### src/rtl/rol_pkg.sv
package rol_pkg;

    localparam int DATA_W  = 64;
    localparam int CNT_W   = 8;
    localparam int AMT_W   = $clog2(DATA_W);
    localparam int N_LANES = 4;
    localparam int MIN_W   = 8;

    typedef enum logic [1:0] {
        SZ_B8  = 2'd0,
        SZ_B16 = 2'd1,
        SZ_B32 = 2'd2,
        SZ_B64 = 2'd3
    } rol_size_e;

    typedef struct packed {
        logic [DATA_W-1:0] operand;
        rol_size_e         size;
        logic [CNT_W-1:0]  count;
        logic              carry;
        logic              ovf;
    } rol_req_t;

    typedef struct packed {
        logic [DATA_W-1:0] result;
        logic              carry;
        logic              ovf;
        logic              flag_we;
    } rol_rsp_t;

    typedef struct packed {
        logic [AMT_W-1:0] amt;
        logic             is_zero;
        logic             is_one;
    } rol_cnt_t;

    // Count mask: wider mask only for the full 64-bit width
    function automatic logic [CNT_W-1:0] count_mask(rol_size_e sz);
        return (sz == SZ_B64) ? CNT_W'(8'h3F) : CNT_W'(8'h1F);
    endfunction

    // Top bit of the result for the selected width
    function automatic logic top_bit(logic [DATA_W-1:0] v, rol_size_e sz);
        case (sz)
            SZ_B8:   return v[7];
            SZ_B16:  return v[15];
            SZ_B32:  return v[31];
            default: return v[63];
        endcase
    endfunction

endpackage

### src/rtl/rol_count_prep.sv
module rol_count_prep
    import rol_pkg::*;
(
    input  rol_size_e        size,
    input  logic [CNT_W-1:0] count,
    output rol_cnt_t         cnt
);

    logic [CNT_W-1:0] masked;

    always_comb begin
        masked      = count & count_mask(size);
        cnt.is_zero = (masked == '0);
        cnt.is_one  = (masked == CNT_W'(1));
        // modulo width: keep log2(width) low bits of the masked count
        case (size)
            SZ_B8:   cnt.amt = AMT_W'(masked[2:0]);
            SZ_B16:  cnt.amt = AMT_W'(masked[3:0]);
            SZ_B32:  cnt.amt = AMT_W'(masked[4:0]);
            default: cnt.amt = masked[AMT_W-1:0];
        endcase
    end

endmodule

### src/rtl/rol_lane.sv
module rol_lane #(
    parameter int W  = 8,
    parameter int AW = $clog2(W)
) (
    input  logic [W-1:0]  din,
    input  logic [AW-1:0] amt,
    output logic [W-1:0]  dout
);

    logic [W-1:0] stage [0:AW];

    assign stage[0] = din;

    for (genvar s = 0; s < AW; s++) begin : g_stage
        localparam int SH = 1 << s;
        assign stage[s+1] = amt[s] ? {stage[s][W-1-SH:0], stage[s][W-1:W-SH]}
                                   : stage[s];
    end

    assign dout = stage[AW];

endmodule

### src/rtl/rol_barrel.sv
module rol_barrel
    import rol_pkg::*;
(
    input  logic [DATA_W-1:0] operand,
    input  rol_size_e         size,
    input  logic [AMT_W-1:0]  amt,
    output logic [DATA_W-1:0] result
);

    logic [DATA_W-1:0] lane_out [N_LANES];

    for (genvar g = 0; g < N_LANES; g++) begin : g_lane
        localparam int LW  = MIN_W << g;
        localparam int LAW = $clog2(LW);
        logic [LW-1:0] rot;

        rol_lane #(.W(LW), .AW(LAW)) u_lane (
            .din  (operand[LW-1:0]),
            .amt  (amt[LAW-1:0]),
            .dout (rot)
        );

        assign lane_out[g] = DATA_W'(rot);
    end

    assign result = lane_out[size];

endmodule

### src/rtl/rol_flags.sv
module rol_flags
    import rol_pkg::*;
(
    input  logic [DATA_W-1:0] result,
    input  rol_size_e         size,
    input  rol_cnt_t          cnt,
    input  logic              carry_in,
    input  logic              ovf_in,
    output logic              carry_out,
    output logic              ovf_out,
    output logic              flag_we
);

    always_comb begin
        carry_out = cnt.is_zero ? carry_in : result[0];
        ovf_out   = cnt.is_one ? (result[0] ^ top_bit(result, size)) : ovf_in;
        flag_we   = !cnt.is_zero;
    end

endmodule

### src/rtl/rol_unit.sv
module rol_unit
    import rol_pkg::*;
(
    input  logic        clk,
    input  logic        rst,
    input  logic        in_valid,
    input  logic [63:0] in_operand,
    input  logic [1:0]  in_size,
    input  logic [7:0]  in_count,
    input  logic        in_carry,
    input  logic        in_ovf,
    output logic        out_valid,
    output logic [63:0] out_result,
    output logic        out_carry,
    output logic        out_ovf,
    output logic        out_flag_we
);

    rol_req_t req;
    rol_cnt_t cnt;
    rol_rsp_t nxt;
    rol_rsp_t q;
    logic     valid_q;

    assign req.operand = in_operand;
    assign req.size    = rol_size_e'(in_size);
    assign req.count   = in_count;
    assign req.carry   = in_carry;
    assign req.ovf     = in_ovf;

    rol_count_prep u_prep (
        .size  (req.size),
        .count (req.count),
        .cnt   (cnt)
    );

    rol_barrel u_barrel (
        .operand (req.operand),
        .size    (req.size),
        .amt     (cnt.amt),
        .result  (nxt.result)
    );

    rol_flags u_flags (
        .result    (nxt.result),
        .size      (req.size),
        .cnt       (cnt),
        .carry_in  (req.carry),
        .ovf_in    (req.ovf),
        .carry_out (nxt.carry),
        .ovf_out   (nxt.ovf),
        .flag_we   (nxt.flag_we)
    );

    always_ff @(posedge clk) begin
        if (rst) begin
            valid_q <= 1'b0;
            q       <= '0;
        end else begin
            valid_q   <= in_valid;
            q.flag_we <= in_valid & nxt.flag_we;
            if (in_valid) begin
                q.result <= nxt.result;
                q.carry  <= nxt.carry;
                q.ovf    <= nxt.ovf;
            end
        end
    end

    assign out_valid   = valid_q;
    assign out_result  = q.result;
    assign out_carry   = q.carry;
    assign out_ovf     = q.ovf;
    assign out_flag_we = q.flag_we;

endmodule

### config.mk
export PLATFORM = sky130hd
export DESIGN_NAME = rol_unit
export DESIGN_NICKNAME = d
export VERILOG_FILES = /design/src/rtl/rol_pkg.sv /design/src/rtl/rol_count_prep.sv /design/src/rtl/rol_lane.sv /design/src/rtl/rol_barrel.sv /design/src/rtl/rol_flags.sv /design/src/rtl/rol_unit.sv
export SDC_FILE = /design/constraint.sdc
export NUM_CORES = 1
export LEC_CHECK = 0
export BUFFER_PORTS_ARGS = -buffer_cell sky130_fd_sc_hd__buf_2
export CAP_MARGIN = 10
export CORE_MARGIN = 2
export CORE_UTILIZATION = 55
export CTS_CLUSTER_SIZE = 24
export DETAILED_ROUTE_END_ITERATION = 16
export MAX_ROUTING_LAYER = met4
export PLACE_DENSITY = 0.77
export SETUP_SLACK_MARGIN = 0.2
export SLEW_MARGIN = 40
export SYNTH_ARGS = -nofsm -noshare
export SYNTH_HDL_FRONTEND = slang
export SYNTH_HIERARCHICAL = 1
export SYNTH_SLANG_ARGS = --single-unit
### constraint.sdc
create_clock -name clk -period 9.95 [get_ports clk]
set_clock_uncertainty 0.1 [all_clocks]
set_input_delay 0.995 -clock clk [delete_from_list [all_inputs] [get_ports clk]]
set_output_delay 0.995 -clock clk [all_outputs]
set_load 0.01 [all_outputs]
[After elaboration in Yosys (flattened, before gate mapping)]
Index checks and enable logic that the tools add are counted.
Word-level totals
  output and inout port bits: 68
  bits in registers: 68
  input port bits: 79
  word-level logic and storage cells: 43
Cells by class
  muxes and demuxes: 26
  order comparisons: 1
  reduce and logical (&&, ||, !) cells: 3
  equal/unequal tests: 4
  bitwise logic cells: 4
Operators with widths (count)
  2-to-1 mux 64 bit: 8
  2-to-1 mux 32 bit: 5
  binary-select mux 64 bit (select 2 bit): 1
  2-to-1 mux 16 bit: 4
  2-to-1 mux 8 bit: 3
  case mux 6 bit (3 select lines): 1
  AND 8 bit: 1
  == test 8 x 1 -> 1 bit (second input constant): 1
  logical NOT 8 bit: 1
  2-to-1 mux 6 bit: 1
  == test 2 bit (second input constant): 2
  greater-or-equal comparator 3 bit (second input constant): 1
  inverter 2 -> 3 bit: 1
  case mux 1 bit (3 select lines): 1
  == test 2 x 1 -> 1 bit (second input constant): 1
  logical NOT 2 bit: 1
  2-to-1 mux 1 bit: 2
  AND 1 bit: 1
  logical NOT 1 bit: 1
  XOR 1 bit: 1

[Depth between registers and ports, before layout]
Gate-level depths: netlist of the first run.
  depth in word-level cells: 16
  mapped depth: 14
  gate-level depth less buffers: 11

[Modules after synthesis]
Netlist of the first run, hierarchy kept.
By module, submodules not included
  rol_lane (u_barrel.g_lane[3].u_lane): area each 4609.4 um^2, cells an instance 234, times used 1, seq. area each 0.0 um^2
  rol_unit: area each 2417.3 um^2, cells an instance 217, times used 1, seq. area each 1361.3 um^2
  rol_lane (u_barrel.g_lane[2].u_lane): area each 1948.1 um^2, cells an instance 116, times used 1, seq. area each 0.0 um^2
  rol_barrel: area each 934.6 um^2, cells an instance 104, times used 1, seq. area each 0.0 um^2
  rol_lane (u_barrel.g_lane[1].u_lane): area each 830.8 um^2, cells an instance 40, times used 1, seq. area each 0.0 um^2
  rol_lane (u_barrel.g_lane[0].u_lane): area each 326.6 um^2, cells an instance 19, times used 1, seq. area each 0.0 um^2
  rol_count_prep: area each 72.6 um^2, cells an instance 9, times used 1, seq. area each 0.0 um^2
  rol_flags: area each 55.1 um^2, cells an instance 6, times used 1, seq. area each 0.0 um^2

[Least setup slack after synthesis of the first run]
Ideal clock, no wire load.
  kind: input port to flip-flop
  from: input port in_count[5]
  to: register q (netlist bit out_ovf)
  setup time: 0.117 ns
  arrival: 4.354 ns
  cell stages on the path: 11
  data required time: 9.733 ns
  setup slack: 5.380 ns
  buffers on the path: 2
  cells stage by stage: and3_1 > buf_2 > buf_1 > mux4_2 > mux4_2 > mux4_2 > mux4_2 > xnor2_1 > a21oi_1 > mux2i_1 > nor2_1
RTL lines
  start: declaration: RTL line rol_unit.sv:9  | input logic [7:0] in_count,
  end: declaration: RTL line rol_unit.sv:22  | rol_rsp_t q;

==> results of run 1 <==
[sequential cells by signal (all words and copies together), names as in the netlist]
name	count
out_result	64
out_carry	1
out_flag_we	1
out_ovf	1
out_valid	1
[stage by stage]
stage	std cells	util	power [mW]
after detailed placement	1065	0.580	1.02
after global placement	1064	0.578	1.01
after floorplan	745	-	0.833
final	1080	0.594	1.33
after global routing	1080	0.594	1.38
after CTS	1080	0.593	1.32
[layer usage]
metal | track usage | wire length (µm)
met1 | 0.451 | 11900
met2 | 0.427 | 14200
met3 | 0.0884 | 5120
met4 | 0.118 | 1430
met5 | - | 0
[layout make-up]
cell class                      count  area (µm²)
Multi-Input combinational cell    570        9100
Fill cell                        1536        8170
Sequential cell                    68        1360
Timing Repair Buffer              156         860
Tap cell                          270         338
Clock buffer                       13         260
Clock inverter                      2        10.0
Inverter                            1        3.75
[cells by family after synthesis]
kind of cell | after synthesis | synth area share
compound gates | 10 | 0.00738
simple gates | 123 | 0.0549
mux | 436 | 0.749
flops | 68 | 0.122
xor+xnor | 1 | 0.000783
buf+inv | 107 | 0.0667
[worst reg2reg max path: stages (launching register included)]
cell and delay, ns:
dfxtp_1 0.31, mux2i_1 0.13, nor2_1 0.06
[Yosys cell counts]
master    count  area share
a21oi_1       1     0.00045
a22o_1        8      0.0063
and2_1        1     0.00056
and2_2        1     0.00067
and2b_1       1     0.00067
and3_1       33       0.018
buf_1        13      0.0044
buf_12       11       0.020
buf_2        16      0.0072
buf_4        12      0.0080
buf_6        12       0.012
buf_8         1      0.0013
clkbuf_1     41       0.014
dfxtp_1      68        0.12
inv_1         1     0.00033
mux2_2       42       0.042
mux2_4        7      0.0094
mux2i_1      82       0.073
mux4_1       30       0.070
mux4_2      275        0.55
nor2_1       67       0.022
nor2b_1      17      0.0095
nor3_1        1     0.00045
nor3b_2       1      0.0011
o21a_1        1     0.00067
or4_4         1      0.0010
xnor2_1       1     0.00078
[power breakdown]
part | internal, mW | switching (mW)
Sequential | 0.290 | 0.00875
Combinational | 0.374 | 0.364
Clock | 0.180 | 0.112
[worst min-delay path by stage]
stage / start / end / slack (ns)
2_1_floorplan: out_carry$_SDFFE_PP0P_ / out_carry$_SDFFE_PP0P_ / 0.43
3_3_place_gp: out_result[16]$_SDFFE_PP0P_ / out_result[16]$_SDFFE_PP0P_ / 0.37
3_5_place_dp: out_result[62]$_SDFFE_PP0P_ / out_result[62]$_SDFFE_PP0P_ / 0.38
4_1_cts: out_result[62]$_SDFFE_PP0P_ / out_result[62]$_SDFFE_PP0P_ / 0.39
5_1_grt: out_result[46]$_SDFFE_PP0P_ / out_result[46]$_SDFFE_PP0P_ / 0.41
6_report: out_result[62]$_SDFFE_PP0P_ / out_result[62]$_SDFFE_PP0P_ / 0.38
==> flow_summary_export.csv, run 1 <==
group,metric,value,unit
global_routing,grt_pass1_vias,7761,
die,dieWidth,147,µm
logic_synthesis,synth.avg_cell_area,15.0,µm²
global_routing,track_usage,0.314,
sta,hold_violations,0,
pwr,ir_drop,0.0688,mV
cts,cts_sinks,68,
cts,ctsResizeCount,0,
sta,rsz0062_at_grt,"false",
detailed_routing,viasPerCell,7.89,
critical_path,crit_path_start,"in_size[0]",
place,dp_slack,3.95,ns
die,start_util,0.557,
critical_path,crit_path_cell_trace,"buf_2 -> buf_4 -> o21a_4 -> buf_4 -> mux4_2 -> mux4_2 -> mux4_2 -> mux4_2 -> mux4_2 -> xnor2_1 -> a21oi_1 -> mux2i_1 -> nor2_1",
critical_path,rr_endpoint,"out_result[10]$_SDFFE_PP0P_",
critical_path,endpoint_kind,"flop",
outcome,status,"complete, no violations",
critical_path,worstSetupPathType,"in2reg",
sta,slew_violations,0,
hold_path,whs_path_depth,2,
global_routing,grt_max_degree,76,
cts,cts_setup_buffers,0,
cts,clockBufferDepth,2,
global_routing,grt_pass1_wl,48900,µm
detailed_routing,drtPass1Iterations,5,
critical_path,cp-endpoint,"out_ovf$_SDFFE_PP0P_",
logic_synthesis,synth_area,11200,µm²
final_layout,area_growth,6.59,%
die,rows,52,
die,pin_count,147,
critical_path,cp.required,10.04,ns
pwr,powerDensity,111,nW/µm²
final_layout,final_common_cell,"mux4_2",
critical_path,path_max_fanout,68,
die,design.core.area,20100,µm²
sta,relSlewSlack,0.453,
die,die_height,147,µm
critical_path,cp_slowest_cell,"buf_4",
cts,clk-insertion-delay-late,0.33,ns
sta,worst_slack,4.22,ns
sta,min_period,5.73,ns
logic_synthesis,synth-seq-area-share,0.122,
die,die_area,21500,µm²
cts,cts_hold_buf,0,
place,place_area,11700,µm²
hold_path,hp-class,"reg2reg",
sta,worst_pin_slew,0.820,ns
critical_path,reg2reg_from,"out_result[10]$_SDFFE_PP0P_",
cts,root_buffer,"clkbuf_16",
sta,post-route-period-util,0.576,
sta,whs,0.384,ns
detailed_routing,wl_per_cell,30.2,µm
sta,setup_viol,0,
critical_path,path_common_cell,"mux4_2",
critical_path,regToRegSetupSlack,9.21,ns
job,max_cap_violations,0,
cts,ctsHtreeMaxLevel,3,
place,hpwl,24900,µm
logic_synthesis,ys_ff_latch,68,
cts,numCtsBuffers,9,
cts,path_clk_slew,0.05,ns
critical_path,path_buf_inv,3,
critical_path,cpLargestDelayFamily,"multiplexers",
sta,fmax,174,MHz
logic_synthesis,yosys_warnings,6,
critical_path,cp_num_cells,13,
detailed_routing,wl,32600,µm
critical_path,critPathLaunchType,"primary input",
cts,cts_tree,"built",
critical_path,reg2reg_depth,2,
place,finalWeightedCongestion,1.02,
final_layout,final_area,11900,µm²
logic_synthesis,syn-num-nets,824,
logic_synthesis,syn_inst,745,
global_routing,antenna_found_initial,0,
detailed_routing,num_vias,8518,
final_layout,final_cell_mix,"275 x mux4_2, 140 x buf_2, 82 x mux2i_1",
place,io_buffers,144,
sta,timing.setup.tns,0,ns
critical_path,critPathMaxStageDelay,0.63,ns
final_layout,nets,885,
detailed_routing,final_antenna_net_count,0,
final_layout,n_antenna_cell,0,
critical_path,worstPathArrival,5.82,ns
pwr,p_leak,4.50,nW
detailed_routing,drc,0,
logic_synthesis,yosysUniqueCellTypes,27,
detailed_routing,drtIter0Drc,1465,
final_layout,layout-drive-gt1-share,0.615,
global_routing,overflow,0,
No activity file was read; power rests on OpenSTA's default activity.
==> run 2, diff against run 1 <==
--- a/config.mk
+++ b/config.mk
@@ -5,6 +5,7 @@
 export SDC_FILE = /design/constraint.sdc
 export NUM_CORES = 1
 export LEC_CHECK = 0
+export ABC_AREA = 1
 export BUFFER_PORTS_ARGS = -buffer_cell sky130_fd_sc_hd__buf_2
 export CAP_MARGIN = 10
 export CORE_MARGIN = 2
@@ -12,7 +13,7 @@
 export CTS_CLUSTER_SIZE = 24
 export DETAILED_ROUTE_END_ITERATION = 16
 export MAX_ROUTING_LAYER = met4
-export PLACE_DENSITY = 0.77
+export PLACE_DENSITY = 0.76
 export SETUP_SLACK_MARGIN = 0.2
 export SLEW_MARGIN = 40
 export SYNTH_ARGS = -nofsm -noshare
==> constraint.sdc (replaced) <==
create_clock -name clk -period 5.9 [get_ports clk]
set_clock_uncertainty 0.1 [all_clocks]
set_input_delay 0.59 -clock clk [delete_from_list [all_inputs] [get_ports clk]]
set_output_delay 0.59 -clock clk [all_outputs]
set_load 0.01 [all_outputs]
==> run 2 against run 1 <==
Synthesized area is 8.3% higher. Setup slack worse by 2.1 ns. Via count is 87% higher. Routed wire length is 43% higher. Clock power is 96% higher. Register-to-register slack worse by 4.0 ns. Sequential cell count stayed put. Sequential share of layout area is 0.58 points lower.
==> flow_summary_export.csv, run 2 <==
group,metric,value,unit
sta,worst_pin_slew,0.846,ns
logic_synthesis,synth.avg_cell_area,5.16,µm²
final_layout,final_cell_mix,"830 x nand3_1, 770 x nand2_1, 201 x nor2_1",
final_layout,nets,2431,
detailed_routing,final_antenna_net_count,0,
cts,cts_hold_buf,0,
logic_synthesis,synth.top_cells.by_area,"nand3_1 34%, nand2_1 24%, dfxtp_1 11%",
die,start_util,0.557,
hold_path,hp-class,"reg2reg",
final_layout,largest_register_ffs,64,
sta,fmax,267,MHz
global_routing,grt_pass1_wl,72900,µm
logic_synthesis,netlist_top_cells_count,"830 x nand3_1, 770 x nand2_1, 201 x nor2_1, 161 x inv_1, 90 x buf_2",
logic_synthesis,async_reset_ff_frac,0,
logic_synthesis,yosys.area.top_type,"nand3_1",
detailed_routing,drtPass1Iterations,7,
global_routing,gr-usage-met3,0.0427,
critical_path,path_max_fanout,47,
cts,cts_sinks,68,
sta,rsz0062_at_grt,"false",
sta,whs,0.366,ns
global_routing,antenna_found_initial,0,
global_routing,grt_pass1_vias,14100,
sta,slew_violations,0,
logic_synthesis,yosysMostFrequentCell,"nand3_1",
critical_path,worstPathArrival,3.87,ns
place,io_buffers,144,
cts,numCtsBuffers,9,
final_layout,final_common_cell,"nand3_1",
global_routing,grt_max_degree,135,
logic_synthesis,ys_ff_latch,68,
sta,min_period,3.74,ns
die,rows,54,
critical_path,endpoint_kind,"flop",
cts,cts_setup_buffers,0,
detailed_routing,drc,0,
detailed_routing,viasPerCell,6.05,
cts,ctsResizeCount,0,
final_layout,fill_cells,2373,
sta,setup_viol,0,
logic_synthesis,yosysTopAreaCellShare,0.343,
detailed_routing,wl,46700,µm
die,die_area,23200,µm²
pwr,p_leak,7.00,nW
detailed_routing,num_vias,15900,
logic_synthesis,synth_edf_count,0,
sta,timing.setup.tns,0,ns
sta,post-route-period-util,0.634,
critical_path,worstSetupPathType,"in2reg",
detailed_routing,wl_per_cell,17.7,µm
outcome,status,"complete, no violations",
global_routing,gr-max-usage-layer,"met2",
place,finalWeightedCongestion,1.09,
detailed_routing,drtIter0Drc,2114,
cts,root_buffer,"clkbuf_16",
critical_path,critPathLaunchType,"primary input",
final_layout,register_area,1360,µm²
global_routing,use_met1,0.472,
final_layout,layout-drive-gt1-share,0.131,
die,pin_count,147,
cts,path_clk_slew,0.05,ns
global_routing,track_usage,0.401,
die,die_height,152,µm
logic_synthesis,synth_ff_type,"dfxtp_1",
global_routing,use_met2,0.639,
logic_synthesis,yosysUniqueCellTypes,23,
place,hpwl,35100,µm
logic_synthesis,syn_inst,2348,
pwr,ir_drop,0.126,mV
cts,clockBufferDepth,2,
final_layout,area_growth,3.73,%
cts,cts_tree,"built",
sta,hold_violations,0,
pwr,p_total,2.29,mW
logic_synthesis,yosys_warnings,6,
die,design.core.area,21800,µm²
cts,clk-insertion-delay-late,0.33,ns
critical_path,cp.required,6.02,ns
logic_synthesis,synth_area,12100,µm²
cts,ctsHtreeMaxLevel,3,
final_layout,multi_input_area,8960,µm²
logic_synthesis,synth-seq-area-share,0.112,
pwr,powerDensity,182,nW/µm²
sta,relSlewSlack,0.436,
final_layout,n_antenna_cell,0,
die,dieWidth,152,µm
job,max_cap_violations,0,
logic_synthesis,syn-num-nets,2427,
global_routing,overflow,0,
run 2: cell types whose count changed after synthesis, sizes merged, moves of 17 or more:
cell	delta
nor2	+137
nand2	+819
mux4	-305
and3	-33
mux2i	-82
mux2	-49
clkbuf	-30
nor2b	-17
inv	+176
buf	+93
o21ai	+17
nand3	+893
run 2: cell families after synthesis:
group           share of synthesized area
simple gates                        0.731
flops                               0.112
compound gates                    0.00764
buf+inv                             0.149
run 2: worst max-delay path, stage by stage:
cell and delay, ns:
buf_2 0.09, buf_4 0.25, o21a_4 0.40, inv_2 0.68, buf_4 0.38, nand3_1 0.13, nand3_1 0.12, nand2_1 0.09
nand2_1 0.07, nand2_1 0.13, inv_1 0.08, nand2_1 0.05, nand3_1 0.10, nand2_1 0.07, nand2_1 0.08, nand3_2 0.08
nand2_1 0.07, nand2_1 0.05, nand3_1 0.06, nand2_1 0.05, inv_1 0.04, nand2_1 0.04, nand2_1 0.08, nor2_1 0.04
run 2: per-stage QoR:
step	util	setup slack [ns]	instance area, µm²	cells
after CTS	0.578	2.28	12600	2636
after detailed placement	0.563	1.95	12300	2621
after floorplan	-	3.36	12100	2348
after global placement	0.563	1.96	12200	2621
final	0.578	2.16	12600	2636
after global routing	0.578	1.94	12600	2636
run 2: routing by layer:
metal / wire (µm) / up-vias
met4: 4320 / 0
li1: - / 7663
met3: 4100 / 225
met5: 0 / -
met1: 17600 / 7150
met2: 20700 / 897
run 2: final timing paths:
path	from	end	slack, ns	cells after the start
max	in_size[0]	out_ovf$_SDFFE_PP0P_	2.16	24
min	out_result[16]$_SDFFE_PP0P_	out_result[16]$_SDFFE_PP0P_	0.37	2
max reg2reg	out_result[13]$_SDFFE_PP0P_	out_result[13]$_SDFFE_PP0P_	5.21	2
min reg2reg	out_result[16]$_SDFFE_PP0P_	out_result[16]$_SDFFE_PP0P_	0.37	2
run 2: report_power, final:
part	switching (mW)	internal, mW	leakage (nW)	total, mW
Clock	0.192	0.379	0.156	0.571
Combinational	0.852	0.356	6.28	1.21
Sequential	0.0162	0.492	0.563	0.508
run 2: area by class of cell:
class,count,share of cell area
multi-input cells,1934,0.713
inverters,177,0.0558
flip-flops and latches,68,0.108
clock buffers,11,0.0193
well taps,280,0.0279
repair buffers,162,0.0703
clock inverters,4,0.00587
